===== src/rtl/acc_alu_pkg.sv =====
package acc_alu_pkg;

   localparam int OP_BITS = 4;

   typedef enum logic [OP_BITS-1:0] {
      OP_ADD = 4'd0,
      OP_ADC = 4'd1,
      OP_SUB = 4'd2,
      OP_SBB = 4'd3,
      OP_AND = 4'd4,
      OP_OR  = 4'd5,
      OP_XOR = 4'd6,
      OP_LD  = 4'd7,
      OP_SHL = 4'd8,
      OP_SHR = 4'd9,
      OP_RLC = 4'd10,
      OP_RRC = 4'd11,
      OP_CMP = 4'd12
   } alu_op_e;

   // packed so that cry lands in bit 0 and par in bit 3
   typedef struct packed {
      logic par;
      logic sgn;
      logic zro;
      logic cry;
   } alu_flags_t;

   typedef enum logic [1:0] {
      SEL_ARITH = 2'd0,
      SEL_LOGIC = 2'd1,
      SEL_SHIFT = 2'd2
   } unit_sel_e;

endpackage


===== src/rtl/acc_alu_addsub.sv =====
module acc_alu_addsub #(
   parameter int W      = 8,
   parameter bit RIPPLE = 1'b0
) (
   input  logic [W-1:0] a_i,
   input  logic [W-1:0] b_i,
   input  logic         cin_i,
   input  logic         sub_i,
   output logic [W-1:0] res_o,
   output logic         cy_o
);

   logic [W-1:0] b_eff;
   logic         c_in;
   logic         c_raw;

   // subtract as A + ~B + ~borrow_in; raw carry then means "no borrow"
   assign b_eff = sub_i ? ~b_i : b_i;
   assign c_in  = sub_i ? ~cin_i : cin_i;

   generate
      if (RIPPLE) begin : g_ripple
         logic [W:0] c;
         assign c[0] = c_in;
         for (genvar i = 0; i < W; i++) begin : g_bit
            assign res_o[i]  = a_i[i] ^ b_eff[i] ^ c[i];
            assign c[i+1]    = (a_i[i] & b_eff[i]) | (c[i] & (a_i[i] ^ b_eff[i]));
         end
         assign c_raw = c[W];
      end else begin : g_behav
         assign {c_raw, res_o} = {1'b0, a_i} + {1'b0, b_eff} + {{W{1'b0}}, c_in};
      end
   endgenerate

   assign cy_o = sub_i ? ~c_raw : c_raw;

endmodule


===== src/rtl/acc_alu_logic.sv =====
module acc_alu_logic #(
   parameter int W = 8
) (
   input  logic [W-1:0] a_i,
   input  logic [W-1:0] b_i,
   input  logic [1:0]   fn_i,
   output logic [W-1:0] res_o
);

   always_comb begin
      unique case (fn_i)
         2'd0:    res_o = a_i & b_i;
         2'd1:    res_o = a_i | b_i;
         2'd2:    res_o = a_i ^ b_i;
         default: res_o = b_i;
      endcase
   end

endmodule


===== src/rtl/acc_alu_shift.sv =====
module acc_alu_shift #(
   parameter int W = 8
) (
   input  logic [W-1:0] a_i,
   input  logic         right_i,
   input  logic         fill_i,
   output logic [W-1:0] res_o,
   output logic         out_o
);

   always_comb begin
      if (right_i) begin
         res_o = {fill_i, a_i[W-1:1]};
         out_o = a_i[0];
      end else begin
         res_o = {a_i[W-2:0], fill_i};
         out_o = a_i[W-1];
      end
   end

endmodule


===== src/rtl/acc_alu_flag_gen.sv =====
module acc_alu_flag_gen
   import acc_alu_pkg::*;
#(
   parameter int W = 8
) (
   input  logic [W-1:0] res_i,
   input  logic         cy_i,
   output alu_flags_t   flg_o
);

   assign flg_o.cry = cy_i;
   assign flg_o.zro = ~|res_i;
   assign flg_o.sgn = res_i[W-1];
   assign flg_o.par = ~^res_i;

endmodule


===== src/rtl/acc_alu.sv =====
module acc_alu
   import acc_alu_pkg::*;
#(
   parameter int W          = 8,
   parameter bit RIPPLE_ADD = 1'b0
) (
   input  logic               clk,
   input  logic               rst_n,
   input  logic               exec_i,
   input  logic [OP_BITS-1:0] op_i,
   input  logic [W-1:0]       opb_i,
   input  logic               cin_i,
   output logic [W-1:0]       acc_o,
   output logic               wb_o,
   output logic [3:0]         flags_o
);

   generate
      if (W < 4) begin : g_bad_width
         $error("acc_alu: W must be at least 4");
      end
   endgenerate

   logic [W-1:0] acc_q;
   alu_flags_t   flg_q;
   logic         wb_q;

   unit_sel_e    sel;
   logic         sub, use_cin, right, rot, wr_acc, wr_flg;
   logic [1:0]   fn;

   always_comb begin
      sel     = SEL_ARITH;
      sub     = 1'b0;
      use_cin = 1'b0;
      fn      = op_i[1:0];
      right   = op_i[0];
      rot     = op_i[1];
      wr_acc  = 1'b0;
      wr_flg  = 1'b0;
      case (op_i)
         OP_ADD: begin wr_acc = 1'b1; wr_flg = 1'b1; end
         OP_ADC: begin use_cin = 1'b1; wr_acc = 1'b1; wr_flg = 1'b1; end
         OP_SUB: begin sub = 1'b1; wr_acc = 1'b1; wr_flg = 1'b1; end
         OP_SBB: begin sub = 1'b1; use_cin = 1'b1; wr_acc = 1'b1; wr_flg = 1'b1; end
         OP_CMP: begin sub = 1'b1; wr_flg = 1'b1; end
         OP_AND, OP_OR, OP_XOR, OP_LD: begin
            sel = SEL_LOGIC; wr_acc = 1'b1; wr_flg = 1'b1;
         end
         OP_SHL, OP_SHR, OP_RLC, OP_RRC: begin
            sel = SEL_SHIFT; wr_acc = 1'b1; wr_flg = 1'b1;
         end
         default: ;
      endcase
   end

   logic [W-1:0] arith_res, logic_res, shift_res, res;
   logic         arith_cy, shift_cy, cy;
   alu_flags_t   flg_new;

   acc_alu_addsub #(.W(W), .RIPPLE(RIPPLE_ADD)) u_addsub (
      .a_i   (acc_q),
      .b_i   (opb_i),
      .cin_i (use_cin & cin_i),
      .sub_i (sub),
      .res_o (arith_res),
      .cy_o  (arith_cy)
   );

   acc_alu_logic #(.W(W)) u_logic (
      .a_i   (acc_q),
      .b_i   (opb_i),
      .fn_i  (fn),
      .res_o (logic_res)
   );

   acc_alu_shift #(.W(W)) u_shift (
      .a_i     (acc_q),
      .right_i (right),
      .fill_i  (rot & cin_i),
      .res_o   (shift_res),
      .out_o   (shift_cy)
   );

   always_comb begin
      case (sel)
         SEL_LOGIC: begin res = logic_res; cy = 1'b0;     end
         SEL_SHIFT: begin res = shift_res; cy = shift_cy; end
         default:   begin res = arith_res; cy = arith_cy; end
      endcase
   end

   acc_alu_flag_gen #(.W(W)) u_flags (
      .res_i (res),
      .cy_i  (cy),
      .flg_o (flg_new)
   );

   always_ff @(posedge clk) begin
      if (!rst_n) begin
         acc_q <= '0;
         flg_q <= '0;
         wb_q  <= 1'b0;
      end else begin
         wb_q <= exec_i & wr_acc;
         if (exec_i && wr_acc) acc_q <= res;
         if (exec_i && wr_flg) flg_q <= flg_new;
      end
   end

   assign acc_o   = acc_q;
   assign flags_o = flg_q;
   assign wb_o    = wb_q;

endmodule


===== config.mk =====
export PLATFORM = sky130hd
export DESIGN_NAME = acc_alu
export DESIGN_NICKNAME = d
export VERILOG_FILES = /design/src/rtl/acc_alu_pkg.sv /design/src/rtl/acc_alu_addsub.sv /design/src/rtl/acc_alu_logic.sv /design/src/rtl/acc_alu_shift.sv /design/src/rtl/acc_alu_flag_gen.sv /design/src/rtl/acc_alu.sv
export SDC_FILE = /design/constraint.sdc
export NUM_CORES = 1
export LEC_CHECK = 0
export ABC_AREA = 0
export BUFFER_PORTS_ARGS = -buffer_cell sky130_fd_sc_hd__buf_2
export CAP_MARGIN = 20
export CORE_ASPECT_RATIO = 0.9
export CORE_UTILIZATION = 57
export CTS_BUF_LIST = sky130_fd_sc_hd__clkbuf_8
export CTS_CLUSTER_SIZE = 12
export DETAILED_ROUTE_END_ITERATION = 10
export PLACE_DENSITY = 0.8
export SYNTH_ARGS = -nofsm -noshare
export SYNTH_HDL_FRONTEND = slang
export SYNTH_SLANG_ARGS = --single-unit

===== constraint.sdc =====
create_clock -name clk -period 5.04 [get_ports clk]
set_input_delay 0.504 -clock clk [delete_from_list [all_inputs] [get_ports clk]]
set_output_delay 0.504 -clock clk [all_outputs]
set_load 0.03 [all_outputs]

==> results.toml <==
[outcome]
status = "completed"

[cts]
clockBufferDepth = 2
clkLatencyLatePin_ns = 0.25
cts_buffers = 3
cts.sinks = 13
cts.root.buffer_cell = "clkbuf_8"
clkTransAtPathRegs_ns = 0.06
hold_buffers = 0
cts_tree = "done"
postCtsSetupBuffers = 0
cts_resized = 0
htreeDepth = 1

[timing]
finClkSkew_ns = 0.00215
finalSetupTns_ns = 0
slew_viol_final = 0
post-route-min-period_ns = 3.84
hold_ws_ns = 0.469
finalSetupViolCount = 0
min_period_over_period_pct = 76.2
max_clock_freq_mhz = 261
slew_headroom_pct = 54.7
worst_slack_ns = 1.20
hold_viol_final = 0
tightestPinTransition_ns = 0.679
rsz0062_at_grt = "false"

[synth]
yosysTopAreaCell = "ha_1"
synth_most_common_cell = "inv_1"
synth-seq-cells = 13
synth.area.top_cells = "ha_1, dfxtp_1, xnor2_1"
syn_nets = 264
syn-instance-count = 215
seq_area_frac_synth_pct = 14.4
syn-mean-instance-area_sq_um = 8.40
syn_area_sq_um = 1810
yosysWarnings = 0
synth_top_area_share_pct = 21.5
async_flop_share_pct = 0
ys_top_cells_by_count = "inv_1, ha_1, nand2_1"
synth-edff-count = 0
synth.distinct_cells = 42
ys.flop_type = "dfxtp_1"

[placed_design]
dpl.hpwl_mm = 3.17
routabilityCongestion = 0.827
place_area_sq_um = 1950
dpl.cell_count = 275
io_buffer_count = 28
post-place-ws_ns = 0.967

[drt]
wl_per_cell_um = 14.6
drt-total-wl_mm = 4.06
vias = 1589
drcViolationCount = 0
avgViaCountPerCell = 5.70
drtPass1Iterations = 4
drtAntennaViolNets = 0
drt_iter0_markers = 94

[global_routing]
grt_max_degree = 27
grt_first_pass_wirelength_mm = 6.69
grt_pass1_vias = 1437
grt_usage_pct = 25.7
antenna_found_initial = 0
overflow = 0

[worst_setup_path]
r2r_slack_ns = 2.00
crit_path_start_kind = "input port"
r2r-end = "flags_o[3]"
rr_startpoint = "acc_o[0]"
r2r_cells = 14
cp.required_ns = 5.23
cp-end-kind = "flip-flop"
critPathArrivalTime_ns = 4.03
critPathMaxFanout = 13
setup.worst_path.class = "in2reg"

[final_layout]
syn2layout_area_growth_pct = 10.4
drive_gt1_share_pct = 18.4
fin_area_sq_um = 1990
multi_input_area_sq_um = 1360
nFillCells = 258
final_util_pct = 69.1
stdcell_count = 279
final_nets = 289
seqCellArea_sq_um = 260
diodes = 0

[die]
core.rowCount = 18
core-area_sq_um = 2880
die_area_sq_um = 3400
die_width_um = 61.3
initial_utilization_pct = 62.6
io_pins = 29
die_y_um = 55.4

[power]
pwr_density_cell_nw_per_um2 = 252
leakagePower_nw = 0.987
vdd_drop_max_v = 0.000255
total_power_uw = 501

[hold_path]
hold_class = "reg2reg"
min_delay_path_depth = 2
whs_endpoint = "flags_o[2]"
hold_start = "flags_o[2]"

[run]
maxCapViolations = 0
-- flip-flops by register name, indices dropped and copies added (netlist names) --
register  flops
acc_o         8
flags_o       4
wb_o          1
-- cell families after synthesis --
logic type	Yosys count	share of synthesized area, %
AOI/OAI and AO/OA	52	18.7
and+or+nand+nor	45	11.4
buffers and inverters	42	10.1
adders and majority gates	33	23.7
xor gates and xnor gates	17	8.25
muxes	13	13.4
DFF	13	14.4
-- layout by cell type (no fill, tap or decap), types with 3 or more instances in the layout --
cell,instances
mux2i_1,4
inv_1,33
xnor2_1,17
buf_2,28
a21oi_1,12
clkbuf_8,3
o31ai_1,3
o21ai_0,15
dfxtp_1,13
mux4_1,3
nor2_1,3
mux4_2,5
nand2_1,30
nor2b_1,3
ha_1,31
-- layer usage --
layer | vias to the layer above | GRT usage, % | share of wire, %
li1 | 791 | - | -
met1 | 746 | 36.4 | 48
met2 | 46 | 40.5 | 46
met3 | 6 | 5.85 | 4.7
met4 | 0 | 2.92 | 0.74
met5 | - | 0 | 0
-- worst max-delay path by stage --
stage | start | to | cells past startpoint | slack [ns]
global placement | op_i[1] | flags_o[3] | 18 | 1.10
detailed placement | op_i[1] | flags_o[3] | 18 | 0.97
floorplan | op_i[0] | flags_o[3] | 18 | 1.38
finish | op_i[1] | flags_o[3] | 18 | 1.20
CTS | op_i[1] | flags_o[3] | 18 | 1.23
global route | op_i[1] | flags_o[3] | 18 | 1.04
-- worst max-delay path, stage by stage --
cell and delay, ns:
buf_2 0.28, and4bb_2 0.29, a21oi_1 0.13, buf_4 0.22, xnor2_1 0.16, fa_1 0.22, inv_1 0.05, fa_1 0.40
a21oi_1 0.19, o21ai_0 0.15, a21oi_1 0.20, mux2i_1 0.11, or2_2 0.28, ha_1 0.30, xnor2_1 0.18, xnor2_1 0.14
mux2i_1 0.09, nor2b_1 0.11
-- power by group --
part / switching (mW) / internal [mW] / total, mW
logic: 0.153 / 0.122 / 0.275
registers: 0.0157 / 0.115 / 0.131
clock network: 0.0410 / 0.0540 / 0.0950
total: 0.210 / 0.292 / 0.501
-- cell type report --
cell class                 instances  area share (%)
tap                               40            2.51
clock buffer                       3            2.07
clock inverter                     1           0.188
timing repair buffer              30            7.78
multi-input combinational        160            68.4
sequential                        13            13.1
inverter                          32            6.03
No activity file was read; power rests on OpenSTA's default activity.
